**src/rtl/ja_pkg.sv**
```systemverilog
package ja_pkg;

    typedef enum logic [1:0] {
        PATH_OFF     = 2'b00,
        PATH_RX      = 2'b01,
        PATH_TX      = 2'b10,
        PATH_OFF_ALT = 2'b11
    } path_e;

    typedef struct packed {
        logic       deep;
        logic [3:0] shift;
        path_e      path;
    } cfg_res_t;

    function automatic logic path_active(path_e p);
        return (p == PATH_RX) || (p == PATH_TX);
    endfunction

    function automatic logic deep_resolve(logic e1, logic narrow, logic deep_sel);
        return (e1 && narrow) || deep_sel;
    endfunction

endpackage

```
**src/rtl/ja_cfg.sv**
```systemverilog
module ja_cfg
    import ja_pkg::*;
#(
    parameter int unsigned SH_T1        = 6,
    parameter int unsigned SH_E1        = 5,
    parameter int unsigned SH_E1_NARROW = 7
) (
    input  logic       clk,
    input  logic       line_e1,
    input  logic       narrow_bw,
    input  logic       deep_sel,
    input  path_e      path,
    output logic       deep_eff,
    output logic [3:0] shift_norm,
    output logic       fifo_on,
    output logic       recentre
);

    cfg_res_t res_d, res_q;

    always_comb begin
        res_d.deep = deep_resolve(line_e1, narrow_bw, deep_sel);
        if (!line_e1)
            res_d.shift = 4'(SH_T1);
        else if (narrow_bw)
            res_d.shift = 4'(SH_E1_NARROW);
        else
            res_d.shift = 4'(SH_E1);
        res_d.path = path;
    end

    // Resolved setting of the previous cycle; a difference forces a recentre.
    always_ff @(posedge clk) begin
        res_q <= res_d;
    end

    assign deep_eff   = res_d.deep;
    assign shift_norm = res_d.shift;
    assign fifo_on    = path_active(res_d.path);
    assign recentre   = (res_d != res_q) || !fifo_on;

endmodule

```
**src/rtl/ja_store.sv**
```systemverilog
module ja_store #(
    parameter int unsigned DEPTH_LO = 32,
    parameter int unsigned DEPTH_HI = 64,
    parameter int unsigned NEAR     = 2,
    parameter int unsigned FW       = $clog2(DEPTH_HI + 1)
) (
    input  logic          clk,
    input  logic          rst,
    input  logic          deep,
    input  logic          recentre,
    input  logic          wr_en,
    input  logic          wr_bit,
    input  logic          rd_req,
    output logic          rd_bit,
    output logic          rd_stb,
    output logic [FW-1:0] fill,
    output logic [FW-1:0] half,
    output logic          near_q,
    output logic          err_q
);

    localparam int unsigned AW = $clog2(DEPTH_HI);

    logic          mem [DEPTH_HI];
    logic [AW-1:0] wr_ptr, rd_ptr;
    logic [FW-1:0] depth, fill_n;
    logic          do_rd, udf, ovf, fault, near_n;

    function automatic logic [AW-1:0] ptr_next(logic [AW-1:0] p, logic [FW-1:0] d);
        return (p == AW'(d - FW'(1))) ? '0 : p + AW'(1);
    endfunction

    always_comb begin
        depth  = deep ? FW'(DEPTH_HI) : FW'(DEPTH_LO);
        half   = depth >> 1;
        do_rd  = rd_req && (fill != '0);
        udf    = rd_req && (fill == '0);
        ovf    = wr_en && (fill == depth) && !do_rd;
        fault  = udf || ovf;
        if (recentre || fault)
            fill_n = half;
        else
            fill_n = fill + FW'(wr_en) - FW'(do_rd);
        near_n = (fill_n <= FW'(NEAR)) || (fill_n >= depth - FW'(NEAR));
    end

    always_ff @(posedge clk) begin
        if (rst) begin
            wr_ptr <= '0;
            rd_ptr <= AW'(depth - half);
            fill   <= half;
            rd_stb <= 1'b0;
            rd_bit <= 1'b0;
            near_q <= 1'b0;
            err_q  <= 1'b0;
            for (int i = 0; i < int'(DEPTH_HI); i++) mem[i] <= 1'b0;
        end else if (recentre || fault) begin
            wr_ptr <= '0;
            rd_ptr <= AW'(depth - half);
            fill   <= fill_n;
            rd_stb <= 1'b0;
            near_q <= near_n;
            err_q  <= err_q || fault;
        end else begin
            if (wr_en) begin
                mem[wr_ptr] <= wr_bit;
                wr_ptr      <= ptr_next(wr_ptr, depth);
            end
            if (do_rd) begin
                rd_bit <= mem[rd_ptr];
                rd_ptr <= ptr_next(rd_ptr, depth);
            end
            rd_stb <= do_rd;
            fill   <= fill_n;
            near_q <= near_n;
        end
    end

    p_fill_bound_r1: assert property (@(posedge clk) disable iff (rst)
        fill <= depth);

    p_err_sticky_r8: assert property (@(posedge clk) disable iff (rst)
        err_q |=> err_q);

    p_ovf_recentre_r8: assert property (@(posedge clk) disable iff (rst)
        (wr_en && (fill == depth) && !rd_req && !recentre) |=> (err_q && fill == $past(half)));

    p_recentre_half_r9: assert property (@(posedge clk) disable iff (rst)
        recentre |=> (fill == $past(half)));

endmodule

```
**src/rtl/ja_rate.sv**
```systemverilog
module ja_rate #(
    parameter int unsigned ACC_W   = 16,
    parameter int unsigned NOM_LOG = 14,
    parameter int unsigned SH_WIDE = 2,
    parameter int unsigned FW      = 7
) (
    input  logic          clk,
    input  logic          rst,
    input  logic          hold,
    input  logic          wide,
    input  logic [3:0]    shift_norm,
    input  logic [FW-1:0] fill,
    input  logic [FW-1:0] half,
    output logic          rd_req
);

    localparam int unsigned IW_A = FW + NOM_LOG + 2;
    localparam int unsigned IW   = (IW_A > ACC_W + 2) ? IW_A : ACC_W + 2;
    localparam int unsigned NOM  = 1 << NOM_LOG;

    logic [ACC_W-1:0]    acc;
    logic [ACC_W:0]      inc, sum;
    logic signed [IW-1:0] err_s, off_s, raw_s;
    logic [3:0]          sh;

    always_comb begin
        sh    = wide ? 4'(SH_WIDE) : shift_norm;
        err_s = $signed(IW'(fill)) - $signed(IW'(half));
        off_s = (err_s <<< NOM_LOG) >>> sh;
        raw_s = off_s + $signed(IW'(NOM));
        if (raw_s < 0)
            inc = '0;
        else if (raw_s > $signed(IW'(2 * NOM)))
            inc = (ACC_W + 1)'(2 * NOM);
        else
            inc = (ACC_W + 1)'(raw_s);
        sum    = {1'b0, acc} + inc;
        rd_req = sum[ACC_W] && !hold;
    end

    always_ff @(posedge clk) begin
        if (rst || hold)
            acc <= '0;
        else
            acc <= sum[ACC_W-1:0];
    end

endmodule

```
**src/rtl/ja_elastic_store.sv**
```systemverilog
module ja_elastic_store
    import ja_pkg::*;
#(
    parameter int unsigned DEPTH_LO     = 32,
    parameter int unsigned DEPTH_HI     = 64,
    parameter int unsigned NEAR         = 2,
    parameter int unsigned ACC_W        = 16,
    parameter int unsigned NOM_LOG      = 14,
    parameter int unsigned SH_WIDE      = 2,
    parameter int unsigned SH_E1        = 5,
    parameter int unsigned SH_T1        = 6,
    parameter int unsigned SH_E1_NARROW = 7
) (
    input  logic       clk,
    input  logic       rst,
    input  logic       line_e1_i,
    input  logic       deep_sel_i,
    input  logic       narrow_bw_i,
    input  logic [1:0] path_sel_i,
    input  logic       rx_bit_i,
    input  logic       rx_stb_i,
    input  logic       tx_bit_i,
    input  logic       tx_stb_i,
    output logic       rx_bit_o,
    output logic       rx_stb_o,
    output logic       tx_bit_o,
    output logic       tx_stb_o,
    output logic       fast_track_o,
    output logic       slip_err_o
);

    localparam int unsigned FILL_W = $clog2(DEPTH_HI + 1);

    path_e             path;
    logic              deep_eff, fifo_on, recentre;
    logic [3:0]        shift_norm;
    logic              st_wr, st_wbit, st_bit, st_stb, rd_req;
    logic [FILL_W-1:0] st_fill, st_half;

    assign path = path_e'(path_sel_i);

    ja_cfg #(
        .SH_T1(SH_T1), .SH_E1(SH_E1), .SH_E1_NARROW(SH_E1_NARROW)
    ) u_cfg (
        .clk(clk), .line_e1(line_e1_i), .narrow_bw(narrow_bw_i),
        .deep_sel(deep_sel_i), .path(path), .deep_eff(deep_eff),
        .shift_norm(shift_norm), .fifo_on(fifo_on), .recentre(recentre)
    );

    always_comb begin
        st_wr   = 1'b0;
        st_wbit = 1'b0;
        if (path == PATH_RX) begin
            st_wr   = rx_stb_i;
            st_wbit = rx_bit_i;
        end else if (path == PATH_TX) begin
            st_wr   = tx_stb_i;
            st_wbit = tx_bit_i;
        end
    end

    ja_store #(
        .DEPTH_LO(DEPTH_LO), .DEPTH_HI(DEPTH_HI), .NEAR(NEAR), .FW(FILL_W)
    ) u_store (
        .clk(clk), .rst(rst), .deep(deep_eff), .recentre(recentre),
        .wr_en(st_wr && fifo_on), .wr_bit(st_wbit), .rd_req(rd_req),
        .rd_bit(st_bit), .rd_stb(st_stb), .fill(st_fill), .half(st_half),
        .near_q(fast_track_o), .err_q(slip_err_o)
    );

    ja_rate #(
        .ACC_W(ACC_W), .NOM_LOG(NOM_LOG), .SH_WIDE(SH_WIDE), .FW(FILL_W)
    ) u_rate (
        .clk(clk), .rst(rst), .hold(recentre), .wide(fast_track_o),
        .shift_norm(shift_norm), .fill(st_fill), .half(st_half), .rd_req(rd_req)
    );

    always_comb begin
        rx_bit_o = rx_bit_i;
        rx_stb_o = rx_stb_i;
        tx_bit_o = tx_bit_i;
        tx_stb_o = tx_stb_i;
        if (path == PATH_RX) begin
            rx_bit_o = st_bit;
            rx_stb_o = st_stb;
        end else if (path == PATH_TX) begin
            tx_bit_o = st_bit;
            tx_stb_o = st_stb;
        end
    end

    p_no_back_to_back_r7: assert property (@(posedge clk) disable iff (rst)
        st_stb |=> !st_stb);

    p_pause_near_empty_r6: assert property (@(posedge clk) disable iff (rst)
        (fast_track_o && (st_fill <= FILL_W'(NEAR)) && !recentre) |=> !st_stb);

endmodule

```
**config.mk**
```make
export PLATFORM = sky130hd
export DESIGN_NAME = ja_elastic_store
export DESIGN_NICKNAME = d
export VERILOG_FILES = /design/src/rtl/ja_pkg.sv /design/src/rtl/ja_cfg.sv /design/src/rtl/ja_store.sv /design/src/rtl/ja_rate.sv /design/src/rtl/ja_elastic_store.sv
export SDC_FILE = /design/constraint.sdc
export NUM_CORES = 1
export LEC_CHECK = 0
export ABC_AREA = 1
export CORE_ASPECT_RATIO = 1.25
export CORE_MARGIN = 2
export CORE_UTILIZATION = 39
export CTS_CLUSTER_DIAMETER = 100
export CTS_CLUSTER_SIZE = 40
export DETAILED_ROUTE_END_ITERATION = 7
export PLACE_DENSITY_LB_ADDON = 0.05
export SLEW_MARGIN = 20
export SYNTH_ARGS = -nofsm -noshare
export SYNTH_HDL_FRONTEND = slang
export SYNTH_SLANG_ARGS = --single-unit
```
**constraint.sdc**
```tcl
create_clock -name clk -period 8.2 [get_ports clk]
set_input_delay 2.05 -clock clk [delete_from_list [all_inputs] [get_ports clk]]
set_output_delay 2.05 -clock clk [all_outputs]
set_load 0.03 [all_outputs]
```
==> summary.txt <==
Pre-CTS WS -> 0.122 ns
Gr ovfl total -> 0
Iteration-0 DRC count of the detailed router -> 354
Cell count after synthesis -> 852
Mapped cell area -> 6430 um2
Simple-gate portion of the synthesized area -> 0.309
CP max FO -> 7
Antenna-violating nets left -> 0
First-pass GRT wire length -> 28.9 mm
Tot Pwr -> 1.29 mW
Buffers & Inverters on Critical Path -> 8
Largest family of logic cells by synthesized area -> simple AND/OR/NAND/NOR gates
GRT Util Overall -> 0.209
Most common cell on crit path -> nand2_1
Die ar. -> 17500 um2
Post-synth top area share -> 0.327
Critical-path top delay cell -> clkdlybuf4s50_1
Ports -> 17
Xor and xnor area share after synthesis -> 0.0136
Core footprint -> 16200 um2
Compound-Gate Fraction of Synth Area -> 0.120
RR Endpoint -> u_store.near_q$_SDFF_PP0_
Combinational share of power -> 0.123
Clock Sinks -> 101
CP Capture Point -> u_store.near_q$_SDFF_PP0_
Synth top area cells -> edfxtp_1 (33%), nand2_1 (12%), dfxtp_1 (9.6%), o21ai_0 (6.6%), nor2_1 (6.5%)
Hold path cells -> 2
Final Hold Vio Count -> 0
Status -> complete, no violations
RSZ-0062 raised after global routing -> no
FMAX -> 133 MHz
Antenna Cells -> 0
Post-synthesis async set-or-reset flop share -> 0
Worst r2r src -> u_store.near_q$_SDFF_PP0_
Slew Viols, Final -> 0
Vias in the first global route -> 5594
Via count -> 5698
Proportion of synthesized chip area in sequential cells -> 0.423
Multiplexer area fraction after synthesis -> 0
Row count -> 52
Max-Cap Viols -> 0
Net Switching -> 0.314 mW
WP data arrival -> 7.82 ns
Power Density -> 179 nW/um2
Tcrit/Tclk final -> 0.917
1st-pass router iterations -> 5
Average size of a mapped cell -> 7.55 um2
DP Wirelength -> 13.0 mm
Worst skew pair latency -> 0.36 ns
Final min period -> 7.52 ns
FF+latch count, synth -> 101
CP delay by family, top -> simple AND/OR/NAND/NOR gates
Routability cong. -> 0.892
Nets -> 894
Worst Reg-to-Reg Cells -> 37
Final Setup Violations -> 0
Net Sw Frac -> 0.244
Sequential power share -> 0.443
Critical Path RT -> 8.50 ns
Initial antenna violation count -> 0
Initial Util -> 0.397
Levels on crit path -> 40
Post-DR wirelength/cell -> 16.6 um
Share of cells above drive strength 1 -> 0.0675
Most frequent cell after synthesis -> nand2_1
CP endpoint kind -> register
Synth area leader -> edfxtp_1
Syn-to-layout area delta -> 11.9%
Port Buffers -> 16
Tightest Hold Check Type -> reg -> reg
DR vias/cell -> 5.30
Die width -> 119 um
Max VDD drop -> 0.000106 V
Routed WL -> 17.8 mm
Adder-Cell Fraction of Synth Area -> 0.0599
Worst Setup Start Kind -> primary input
Top_reg_cell synth -> edfxtp_1
Clock Power Share -> 0.434
Worst Tran Pin Value -> 0.991 ns
EDFF count, synth -> 70
Util after Layout -> 0.444
Worst reg2reg setup slack -> 2.27 ns
H-Tree Depth -> 3
Pint -> 0.973 mW
Final setup margin -> 0.680 ns
Commonest cells in the netlist -> nand2_1 (214), nor2_1 (112), o21ai_0 (85), inv_1 (81), edfxtp_1 (70)
Largest net degree at the start of global routing -> 65
YS warnings -> 0
CTS tree -> built
Worst rel slew slack -> 0.339
Die height -> 148 um
CTS clk-pin slew, worst paths -> 0.07 ns
Mapped Nets -> 892
TNS Setup -> 0 ns
CP Class -> in -> reg
Root buffer cell -> clkbuf_16
Filler cells -> 1676
Area of the multi-input gates -> 3250 um2
Remaining routing DRC violations -> 0
CTS buffer count -> 9
Crit path launch -> line_e1_i
Max Root-Sink Buffers -> 2
Max incr delay on CP -> 0.50 ns
Clk_skew -> 0.00835 ns
Yosys cell types -> 38
Leak -> 2.88 nW
FF/Latch Area -> 2720 um2
-- per-stage QoR --
step	hold slack [ns]	std cells	area (um2)
5_1_grt	0.562	1075	7200
2_1_floorplan	0.495	852	6430
3_3_place_gp	0.461	1057	6780
6_report	0.489	1075	7200
4_1_cts	0.499	1073	7160
3_5_place_dp	0.472	1057	6780
-- worst reg2reg max path, delay by kind of cell (launching register included) --
kind                       cells  cell delay, ns
adders and majority gates      5            1.48
and+or+nand+nor               22            2.43
AOI/OAI and AO/OA              3            0.55
buffers and inverters          7            0.86
DFF                            1            0.59
-- state kept, by name, indices dropped and copies added, names as in the netlist --
register        flops
u_store.err_q       1
u_store.mem        64
u_store.rd_ptr      6
u_cfg.res_q         5
u_store.near_q      1
u_store.fill        7
u_store.rd_bit      1
u_store.wr_ptr      6
u_store.rd_stb      1
u_rate.acc          9
-- kinds of logic (layout without fill, tap and decap cells) --
| family | count (synthesis) | count (layout) |
|---|---|---|
| AND/OR/NAND/NOR | 445 | 445 |
| buffers and inverters | 125 | 132 |
| AO/OA/AOI/OAI | 142 | 142 |
| flip-flops | 101 | 101 |
| adder cells (fa/ha/maj) | 29 | 29 |
| XOR/XNOR | 10 | 10 |
-- power groups by stage --
| stage | Sequential [mW] | Combinational (mW) | Clock (mW) |
|---|---|---|---|
| CTS | 0.571 | 0.157 | 0.567 |
| floorplan | 0.579 | 0.113 | 0 |
| finish | 0.571 | 0.158 | 0.558 |
| detailed placement | 0.583 | 0.156 | 0 |
| global placement | 0.582 | 0.153 | 0 |
| global route | 0.573 | 0.179 | 0.589 |
-- worst min path at each step --
stage	startpoint	endpoint	slack, ns
CTS	u_store.err_q$_SDFFE_PP0P_	u_store.err_q$_SDFFE_PP0P_	0.50
global route	u_store.err_q$_SDFFE_PP0P_	u_store.err_q$_SDFFE_PP0P_	0.56
detailed placement	u_store.err_q$_SDFFE_PP0P_	u_store.err_q$_SDFFE_PP0P_	0.47
floorplan	u_store.wr_ptr[1]$_SDFFE_PP0P_	u_store.wr_ptr[1]$_SDFFE_PP0P_	0.50
finish	u_store.err_q$_SDFFE_PP0P_	u_store.err_q$_SDFFE_PP0P_	0.49
global placement	u_store.err_q$_SDFFE_PP0P_	u_store.err_q$_SDFFE_PP0P_	0.46
-- final cells by class --
class,count,share of cell area
Clock buffer,9,0.0313
Clock inverter,7,0.0224
Inverter,93,0.0485
Multi-Input combinational cell,626,0.452
Sequential cell,101,0.378
Tap cell,216,0.0376
Timing Repair Buffer,23,0.0299
-- routing by layer --
metal | share of wire | GRT usage | wire length [um] | up-vias
li1 | - | - | - | 2841
met1 | 0.41 | 0.244 | 7280 | 2675
met2 | 0.52 | 0.380 | 9210 | 146
met3 | 0.038 | 0.0328 | 678 | 36
met4 | 0.036 | 0.0881 | 646 | 0
met5 | 0 | 0 | 0 | -
-- layout by cell type (no fill, tap or decap), types with 11 or more instances in the layout --
master and n:
nand2_1 214, nor2_1 111, o21ai_0 84, inv_1 81, edfxtp_1 70, nor3_1 40
nand3_1 39, dfxtp_1 31, ha_1 26, a21oi_1 19, o22ai_1 17, clkdlybuf4s50_1 15
nor3_2 11
-- repair_timing --
item	4_1_cts	5_1_grt
resized for setup	0	6
setup buffers	0	2
hold buffers	0	0
endpoints found under the setup margin	0	2
Power figures use the tool's default switching activity.
